$ cat config.mk
export PLATFORM = sky130hd
export DESIGN_NAME = ivt_pair
export DESIGN_NICKNAME = d
export VERILOG_FILES = /design/src/rtl/ivt_pkg.sv /design/src/rtl/ivt_decode.sv /design/src/rtl/ivt_channel.sv /design/src/rtl/ivt_pair.sv
export SDC_FILE = /design/constraint.sdc
export NUM_CORES = 1
export LEC_CHECK = 0
export ABC_AREA = 1
export CORE_ASPECT_RATIO = 0.5
export CORE_UTILIZATION = 35
export DETAILED_ROUTE_END_ITERATION = 16
export DONT_BUFFER_PORTS = 1
export SLEW_MARGIN = 25
export SYNTH_ARGS = -nofsm -noshare
export SYNTH_HDL_FRONTEND = slang
export SYNTH_HIERARCHICAL = 1
export SYNTH_SLANG_ARGS = --single-unit
$ cat constraint.sdc
create_clock -name clk -period 2.7 [get_ports clk]
set_input_delay 0.135 -clock clk [delete_from_list [all_inputs] [get_ports clk]]
set_output_delay 0.135 -clock clk [all_outputs]
set_load 0.05 [all_outputs]
$ cat src/rtl/ivt_pkg.sv
package ivt_pkg;
    localparam int BYTE_W = 8;

    // control byte bit positions
    localparam int CTL_RUN  = 0;
    localparam int CTL_ZERO = 1;
    localparam int CTL_LOAD = 2;
    localparam int CTL_UP   = 3;

    // match-control byte bit positions
    localparam int MCTL_RELOAD = 0;
    localparam int MCTL_ZERO   = 1;

    typedef enum logic [2:0] {
        KIND_CTRL  = 3'd0,
        KIND_COUNT = 3'd1,
        KIND_MCTL  = 3'd2,
        KIND_CMP   = 3'd3,
        KIND_NONE  = 3'd4
    } reg_kind_e;
endpackage

$ cat src/rtl/ivt_decode.sv
module ivt_decode
    import ivt_pkg::*;
#(
    parameter int N_TIMERS = 2,
    parameter int NB       = 3,
    parameter int WIN_W    = 3,
    parameter int TS_W     = 1,
    parameter int IDX_W    = 2
) (
    input  logic [TS_W+WIN_W-1:0] addr_i,
    input  logic                  wr_i,
    output logic [TS_W-1:0]       tsel_o,
    output reg_kind_e             kind_o,
    output logic [IDX_W-1:0]      idx_o,
    output logic [N_TIMERS-1:0]   wr_vec_o
);
    localparam int LOW_W = WIN_W - 1;

    logic             hi_half;
    logic [LOW_W-1:0] low_ofs;

    assign tsel_o  = addr_i[TS_W+WIN_W-1:WIN_W];
    assign hi_half = addr_i[WIN_W-1];
    assign low_ofs = addr_i[LOW_W-1:0];

    always_comb begin
        kind_o = KIND_NONE;
        idx_o  = '0;
        if (low_ofs == '0) begin
            kind_o = hi_half ? KIND_MCTL : KIND_CTRL;
        end else if (int'(low_ofs) <= NB) begin
            kind_o = hi_half ? KIND_CMP : KIND_COUNT;
            idx_o  = IDX_W'(int'(low_ofs) - 1);
        end
    end

    always_comb begin
        wr_vec_o = '0;
        for (int t = 0; t < N_TIMERS; t++) begin
            if (wr_i && tsel_o == TS_W'(t)) wr_vec_o[t] = 1'b1;
        end
    end
endmodule

$ cat src/rtl/ivt_channel.sv
module ivt_channel
    import ivt_pkg::*;
#(
    parameter int CNT_W = 24,
    parameter int NB    = CNT_W / BYTE_W,
    parameter int IDX_W = 2
) (
    input  logic              clk,
    input  logic              rst_n,
    input  logic              tick_i,
    input  logic              wr_i,
    input  reg_kind_e         kind_i,
    input  logic [IDX_W-1:0]  idx_i,
    input  logic [BYTE_W-1:0] wdata_i,
    output logic [BYTE_W-1:0] rdata_o,
    output logic              eq_o,
    output logic              irq_o
);
    typedef struct packed {
        logic [CNT_W-1:0] cnt;
        logic [CNT_W-1:0] cmp;
        logic [CNT_W-1:0] pre;
        logic             run;
        logic             up;
        logic             rld;
        logic             clrm;
        logic             irq;
    } chan_st_t;

    chan_st_t st_d, st_q;

    logic eq_now, wr_ctl, wr_cnt, wr_mctl, wr_cmp, step_en;

    always_comb begin
        eq_now  = (st_q.cnt == st_q.cmp);
        wr_ctl  = wr_i && (kind_i == KIND_CTRL);
        wr_cnt  = wr_i && (kind_i == KIND_COUNT);
        wr_mctl = wr_i && (kind_i == KIND_MCTL);
        wr_cmp  = wr_i && (kind_i == KIND_CMP);
        step_en = st_q.run && tick_i;

        st_d = st_q;

        // counter next value, in priority order
        if (wr_ctl && wdata_i[CTL_ZERO]) begin
            st_d.cnt = '0;
        end else if (wr_ctl && wdata_i[CTL_LOAD]) begin
            st_d.cnt = st_q.cmp;
        end else if (wr_cnt) begin
            for (int b = 0; b < NB; b++) begin
                if (idx_i == IDX_W'(b)) begin
                    st_d.cnt[b*BYTE_W +: BYTE_W] = wdata_i;
                    st_d.pre[b*BYTE_W +: BYTE_W] = wdata_i;
                end
            end
        end else if (step_en) begin
            if (eq_now && st_q.clrm) begin
                st_d.cnt = '0;
            end else if (eq_now && st_q.rld) begin
                st_d.cnt = st_q.pre;
            end else if (st_q.up) begin
                st_d.cnt = st_q.cnt + CNT_W'(1);
            end else begin
                st_d.cnt = st_q.cnt - CNT_W'(1);
            end
        end

        if (wr_cmp) begin
            for (int b = 0; b < NB; b++) begin
                if (idx_i == IDX_W'(b)) st_d.cmp[b*BYTE_W +: BYTE_W] = wdata_i;
            end
        end

        if (wr_ctl) begin
            st_d.run = wdata_i[CTL_RUN];
            st_d.up  = wdata_i[CTL_UP];
        end

        if (wr_mctl) begin
            st_d.rld  = wdata_i[MCTL_RELOAD];
            st_d.clrm = wdata_i[MCTL_ZERO];
        end

        // pulse in the cycle where equality first holds
        st_d.irq = (st_d.cnt == st_d.cmp) && !eq_now;
    end

    always_ff @(posedge clk or negedge rst_n) begin
        if (!rst_n) st_q <= '0;
        else        st_q <= st_d;
    end

    always_comb begin
        rdata_o = '0;
        unique case (kind_i)
            KIND_CTRL: rdata_o[0] = eq_now;
            KIND_COUNT: begin
                for (int b = 0; b < NB; b++) begin
                    if (idx_i == IDX_W'(b)) rdata_o = st_q.cnt[b*BYTE_W +: BYTE_W];
                end
            end
            KIND_MCTL: begin
                rdata_o[MCTL_RELOAD] = st_q.rld;
                rdata_o[MCTL_ZERO]   = st_q.clrm;
            end
            KIND_CMP: begin
                for (int b = 0; b < NB; b++) begin
                    if (idx_i == IDX_W'(b)) rdata_o = st_q.cmp[b*BYTE_W +: BYTE_W];
                end
            end
            default: rdata_o = '0;
        endcase
    end

    assign eq_o  = eq_now;
    assign irq_o = st_q.irq;

    // ---------------- assertions ----------------
    assert_clear_zero_R4: assert property (@(posedge clk) disable iff (!rst_n)
        (wr_ctl && wdata_i[CTL_ZERO]) |=> (st_q.cnt == '0));

    assert_load_cmp_R4: assert property (@(posedge clk) disable iff (!rst_n)
        (wr_ctl && !wdata_i[CTL_ZERO] && wdata_i[CTL_LOAD]) |=> (st_q.cnt == $past(st_q.cmp)));

    assert_step_up_R2: assert property (@(posedge clk) disable iff (!rst_n)
        (!wr_i && st_q.run && tick_i && st_q.up && !eq_o)
        |=> (st_q.cnt == CNT_W'($past(st_q.cnt) + CNT_W'(1))));

    assert_step_down_R3: assert property (@(posedge clk) disable iff (!rst_n)
        (!wr_i && st_q.run && tick_i && !st_q.up && !eq_o)
        |=> (st_q.cnt == CNT_W'($past(st_q.cnt) - CNT_W'(1))));

    assert_hold_idle_R2: assert property (@(posedge clk) disable iff (!rst_n)
        (!wr_i && !(st_q.run && tick_i)) |=> $stable(st_q.cnt));

    assert_match_zero_R8: assert property (@(posedge clk) disable iff (!rst_n)
        (!wr_i && st_q.run && tick_i && eq_o && st_q.clrm) |=> (st_q.cnt == '0));

    assert_match_reload_R9: assert property (@(posedge clk) disable iff (!rst_n)
        (!wr_i && st_q.run && tick_i && eq_o && !st_q.clrm && st_q.rld)
        |=> (st_q.cnt == $past(st_q.pre)));

    assert_irq_single_R7: assert property (@(posedge clk) disable iff (!rst_n)
        irq_o |=> !irq_o);

    assert_irq_with_eq_R7: assert property (@(posedge clk) disable iff (!rst_n)
        irq_o |-> eq_o);
endmodule

$ cat src/rtl/ivt_pair.sv
module ivt_pair
    import ivt_pkg::*;
#(
    parameter int N_TIMERS = 2,
    parameter int CNT_W    = 24,
    localparam int NB      = CNT_W / BYTE_W,
    localparam int WIN_W   = $clog2(2 * (NB + 1)),
    localparam int TS_W    = (N_TIMERS > 1) ? $clog2(N_TIMERS) : 1,
    localparam int IDX_W   = (NB > 1) ? $clog2(NB) : 1,
    localparam int ADDR_W  = TS_W + WIN_W
) (
    input  logic                clk,
    input  logic                rst_n,
    input  logic [N_TIMERS-1:0] tick_i,
    input  logic [ADDR_W-1:0]   addr_i,
    input  logic                wr_i,
    input  logic [BYTE_W-1:0]   wdata_i,
    output logic [BYTE_W-1:0]   rdata_o,
    output logic [N_TIMERS-1:0] irq_o
);
    logic [TS_W-1:0]                 tsel;
    reg_kind_e                       kind;
    logic [IDX_W-1:0]                idx;
    logic [N_TIMERS-1:0]             wr_vec;
    logic [N_TIMERS-1:0][BYTE_W-1:0] ch_rd;
    logic [N_TIMERS-1:0]             ch_eq;

    ivt_decode #(
        .N_TIMERS(N_TIMERS), .NB(NB), .WIN_W(WIN_W), .TS_W(TS_W), .IDX_W(IDX_W)
    ) u_decode (
        .addr_i  (addr_i),
        .wr_i    (wr_i),
        .tsel_o  (tsel),
        .kind_o  (kind),
        .idx_o   (idx),
        .wr_vec_o(wr_vec)
    );

    for (genvar t = 0; t < N_TIMERS; t++) begin : g_chan
        ivt_channel #(
            .CNT_W(CNT_W), .NB(NB), .IDX_W(IDX_W)
        ) u_chan (
            .clk    (clk),
            .rst_n  (rst_n),
            .tick_i (tick_i[t]),
            .wr_i   (wr_vec[t]),
            .kind_i (kind),
            .idx_i  (idx),
            .wdata_i(wdata_i),
            .rdata_o(ch_rd[t]),
            .eq_o   (ch_eq[t]),
            .irq_o  (irq_o[t])
        );

        // a write to another timer leaves this one's interrupt quiet unless it ticks
        assert_isolated_R10: assert property (@(posedge clk) disable iff (!rst_n)
            (!wr_vec[t] && !tick_i[t] && ch_eq[t]) |=> !irq_o[t]);
    end

    always_comb begin
        rdata_o = '0;
        for (int t = 0; t < N_TIMERS; t++) begin
            if (tsel == TS_W'(t)) rdata_o = ch_rd[t];
        end
    end
endmodule

==> flow_summary.json <==
{
  "place_congestion": 0.9970,
  "vias_per_cell": 5.163,
  "cts.hold.buffers_added": 8,
  "die_y_microns": 144.5,
  "final_core_util_pct": 50.04,
  "power.total_uw": 22730,
  "fin_crit_sh_pct": 109.0,
  "seq_area_frac_synth_pct": 27.12,
  "cts_root_buf": "clkbuf_16",
  "worstSetupPathDepth": 22,
  "pre_cts_slack_ns": -0.3744,
  "worst_pin_slew_ns": 1.003,
  "drive_gt1_share_pct": 26.63,
  "reg2reg_from": "g_chan[1].u_chan/st_q[3]",
  "synth_edf_count": 0,
  "dr.pass1.iters": 6,
  "h-tree-depth": 4,
  "yosys.area.top_type": "dfrtp_1",
  "async_flop_share_pct": 100.0,
  "start_kind": "register",
  "dp.final_hpwl_microns": 44040,
  "die_w_microns": 287.0,
  "hold_viol": 154,
  "tritoncts": "done",
  "worstSetupEndpoint": "g_chan[1].u_chan/irq_o",
  "timing_max_transition_violations_final": 0,
  "cts_buffers": 17,
  "power_leakage_uw": 0.01056,
  "rows": 51,
  "p_per_area_nw_per_um2": 1152,
  "violations": "negative hold slack, negative setup slack",
  "min_period_ns": 2.944,
  "crit_type": "register to register",
  "final_net_count": 2870,
  "path_buf_inv": 3,
  "overflow": 0,
  "vias": 17300,
  "cts.sinks": 154,
  "clk_pin_slew_ns": 0.07,
  "io-pin-count": 27,
  "insertion_delay_ns": 0.45,
  "synth_top_area_share_pct": 27.12,
  "start_util_pct": 36.04,
  "port_buffers": 0,
  "crit_top_cell": "nand2_1",
  "diodes": 0,
  "grt_antenna_before_repair": 0,
  "path_cells": "clkinvlp_4 > clkbuf_16 > ha_4 > nand2_4 > inv_1 > nand2_2 > nand2_4 > a21oi_2 > nand2_1 > nand2_1 > nand2_2 > xor2_2 > nor2_1 > o21ai_1 > nand2_1 > nand2_2 > nand2_2 > nand2_1 > nand2_1 > nor2_1 > nand3_2 > nor2_2",
  "crit_start": "g_chan[1].u_chan/st_q[3]",
  "hold_path.class": "input pin to async pin",
  "setup_viol": 4,
  "peakVddDrop_v": 0.0004030,
  "reg2reg_setup_slack_ns": -0.24,
  "ys_ff_latch": 154,
  "reg2reg_to": "g_chan[1].u_chan/irq_o",
  "cp_max_fo": 7,
  "cts_buffer_depth": 2,
  "postSynthNetCount": 2499,
  "synth_ff_type": "dfrtp_1",
  "worstPathRequired_ns": 3.08,
  "wirelength_microns": 59550,
  "reg2regPathDepth": 22,
  "area_growth_pct": 38.85,
  "max_stage_delay_ns": 0.40,
  "critPathSlowestCell": "dfrtp_1",
  "setup_ws_ns": -0.2438,
  "grt_max_degree": 155,
  "arrival_ns": 3.32,
  "netlist_instances": 2436,
  "endpoint_kind": "register",
  "routedWlPerCell_microns": 17.78,
  "path_delay_family": "simple AND/OR/NAND/NOR gates",
  "post_synth.cell_area_avg_sq_um": 5.834,
  "max-cap-violations": 0,
  "netlist_top_cells_area": "dfrtp_1, nand2_1, inv_1, nor2_1, a21oi_1",
  "core_area_sq_um": 39440,
  "ys_warn_count": 6,
  "yosysUniqueCellTypes": 40,
  "drc": 0,
  "syn_area_sq_um": 14210,
  "fin_hold_ws_ns": -0.6193,
  "skew_ns": 0.01286,
  "die_area_sq_um": 41470,
  "rsz0062_at_grt": "yes",
  "drt-initial-drc-count": 1564,
  "max_freq_mhz": 339.7,
  "status": "finished, violations left",
  "grt_pass1_wl_microns": 90430,
  "grt_pass1_vias": 16210,
  "slew-limit-headroom_pct": 32.91,
  "grt_use_total_pct": 28.60,
  "drtAntennaViolNets": 0
}
==> placed cells by master (no fill, tap or decap), types with 6 or more instances in the layout <==
| cell | Yosys | layout |
|---|---|---|
| nand2_1 | 935 | 851 |
| buf_4 | 3 | 383 |
| inv_1 | 357 | 345 |
| nor2_1 | 236 | 198 |
| dfrtp_1 | 154 | 132 |
| a21oi_1 | 150 | 123 |
| o21ai_0 | 128 | 115 |
| nand3_1 | 104 | 88 |
| nand2_2 | 0 | 70 |
| nor2_2 | 18 | 43 |
| o22ai_1 | 40 | 39 |
| inv_2 | 25 | 35 |
| ha_4 | 0 | 33 |
| a31oi_1 | 26 | 26 |
| a21oi_2 | 0 | 24 |
| dfrtp_2 | 0 | 22 |
| nand3b_1 | 20 | 20 |
| o21ai_1 | 12 | 19 |
| clkbuf_16 | 0 | 18 |
| nand3_2 | 4 | 18 |
| buf_12 | 0 | 18 |
| nor2_4 | 4 | 17 |
| nand2_4 | 0 | 14 |
| xnor2_1 | 14 | 13 |
| o211ai_1 | 12 | 12 |
| nor3_1 | 14 | 11 |
| xor2_1 | 14 | 11 |
| ha_1 | 44 | 11 |
| o221ai_1 | 10 | 10 |
| buf_6 | 11 | 9 |
| nand4_1 | 8 | 8 |
| o21bai_1 | 8 | 8 |
| dlygate4sd3_1 | 0 | 8 |
| o21a_1 | 6 | 6 |
| o2111ai_1 | 6 | 6 |
==> cells in the mapped netlist, types with 8 or more instances <==
cell type,n
o211ai_1,12
o21bai_1,8
a31oi_1,26
nor3_1,14
inv_2,25
xor2_1,14
a21oi_1,150
nand3b_1,20
nand4_1,8
nor2_1,236
nand2_1,935
ha_1,44
o21ai_0,128
o21ai_1,12
nor2_2,18
nand3_1,104
buf_6,11
buf_2,12
clkbuf_1,40
xnor2_1,14
dfrtp_1,154
o22ai_1,40
inv_1,357
o221ai_1,10
==> per-stage QoR <==
step,area [sq um],TNS (ns),std cells
4_1_cts,18790,-0.3836,3337
2_1_floorplan,14210,-0.03951,2436
3_5_place_dp,17650,-1.378,3287
6_report,19730,-0.6128,3350
3_3_place_gp,17650,-1.158,3287
5_1_grt,19730,-2.986,3350
==> sequential cells by signal, indices dropped and copies added (netlist names) <==
name                 flops
g_chan.u_chan/irq_o      2
g_chan.u_chan/st_q     152
==> worst register-to-register path: cells and delay by family (launching register included) <==
| family | cells | cell delay [ns] |
|---|---|---|
| flops | 1 | 0.40 |
| fa+ha+maj | 1 | 0.26 |
| compound gates | 2 | 0.30 |
| xor+xnor | 1 | 0.21 |
| simple gates | 15 | 1.29 |
| buf+inv | 3 | 0.44 |
==> per-layer routing <==
| layer | vias up | GRT usage, % | wire, microns | part of all wire (%) |
|---|---|---|---|---|
| li1 | 8422 | - | - | - |
| met1 | 8060 | 36.75 | 25240 | 42 |
| met2 | 676 | 47.81 | 27300 | 46 |
| met3 | 139 | 3.770 | 4317 | 7.2 |
| met4 | 0 | 13.55 | 2699 | 4.5 |
| met5 | - | 0 | 0 | 0 |
==> worst min path at each step <==
stage / to / slack, ns / depth (start not counted)
global route: g_chan[1].u_chan/st_q[25] / -0.63 / 0
global placement: g_chan[1].u_chan/st_q[25] / -0.16 / 0
finish: g_chan[1].u_chan/st_q[17] / -0.62 / 0
floorplan: g_chan[0].u_chan/irq_o / -0.16 / 0
CTS: g_chan[1].u_chan/st_q[25] / -0.63 / 0
detailed placement: g_chan[1].u_chan/st_q[17] / -0.16 / 0
==> report_power, final <==
group	total [uW]	internal [uW]	switching, uW	leakage, uW
Sequential	3880	2990	884	0.00191
Clock	2400	1250	1150	0.000265
Combinational	16500	7450	9010	0.00838
Total	22700	11700	11000	0.0106
==> final cells by class <==
class | instances | area (sq um)
well taps | 530 | 663.1
repair buffers | 420 | 3457
multi-input cells | 1830 | 9724
inverters | 384 | 1448
flip-flops and latches | 154 | 3881
clock inverters | 13 | 107.6
clock buffers | 19 | 452.9
fillers | 3930 | 19700
==> cell families (layout without fill, tap and decap cells) <==
| group | count (synthesis) | count (layout) | share of synthesized area [%] |
|---|---|---|---|
| other cells | 1 | 1 | 0.02639 |
| compound gates | 402 | 402 | 15.71 |
| xor+xnor | 28 | 28 | 1.726 |
| fa+ha+maj | 46 | 46 | 4.155 |
| buf+inv | 452 | 836 | 12.70 |
| flops | 154 | 154 | 27.12 |
| simple gates | 1353 | 1353 | 38.57 |
==> timing repair <==
action,in CTS,in global routing
buffers inserted,11,14
gates resized for setup,80,231
cloned,0,1
pin swaps,21,109
endpoints found under the hold margin,243,154
endpoints found under the setup margin,11,26
Note: power is estimated with default switching activity, not from simulation.
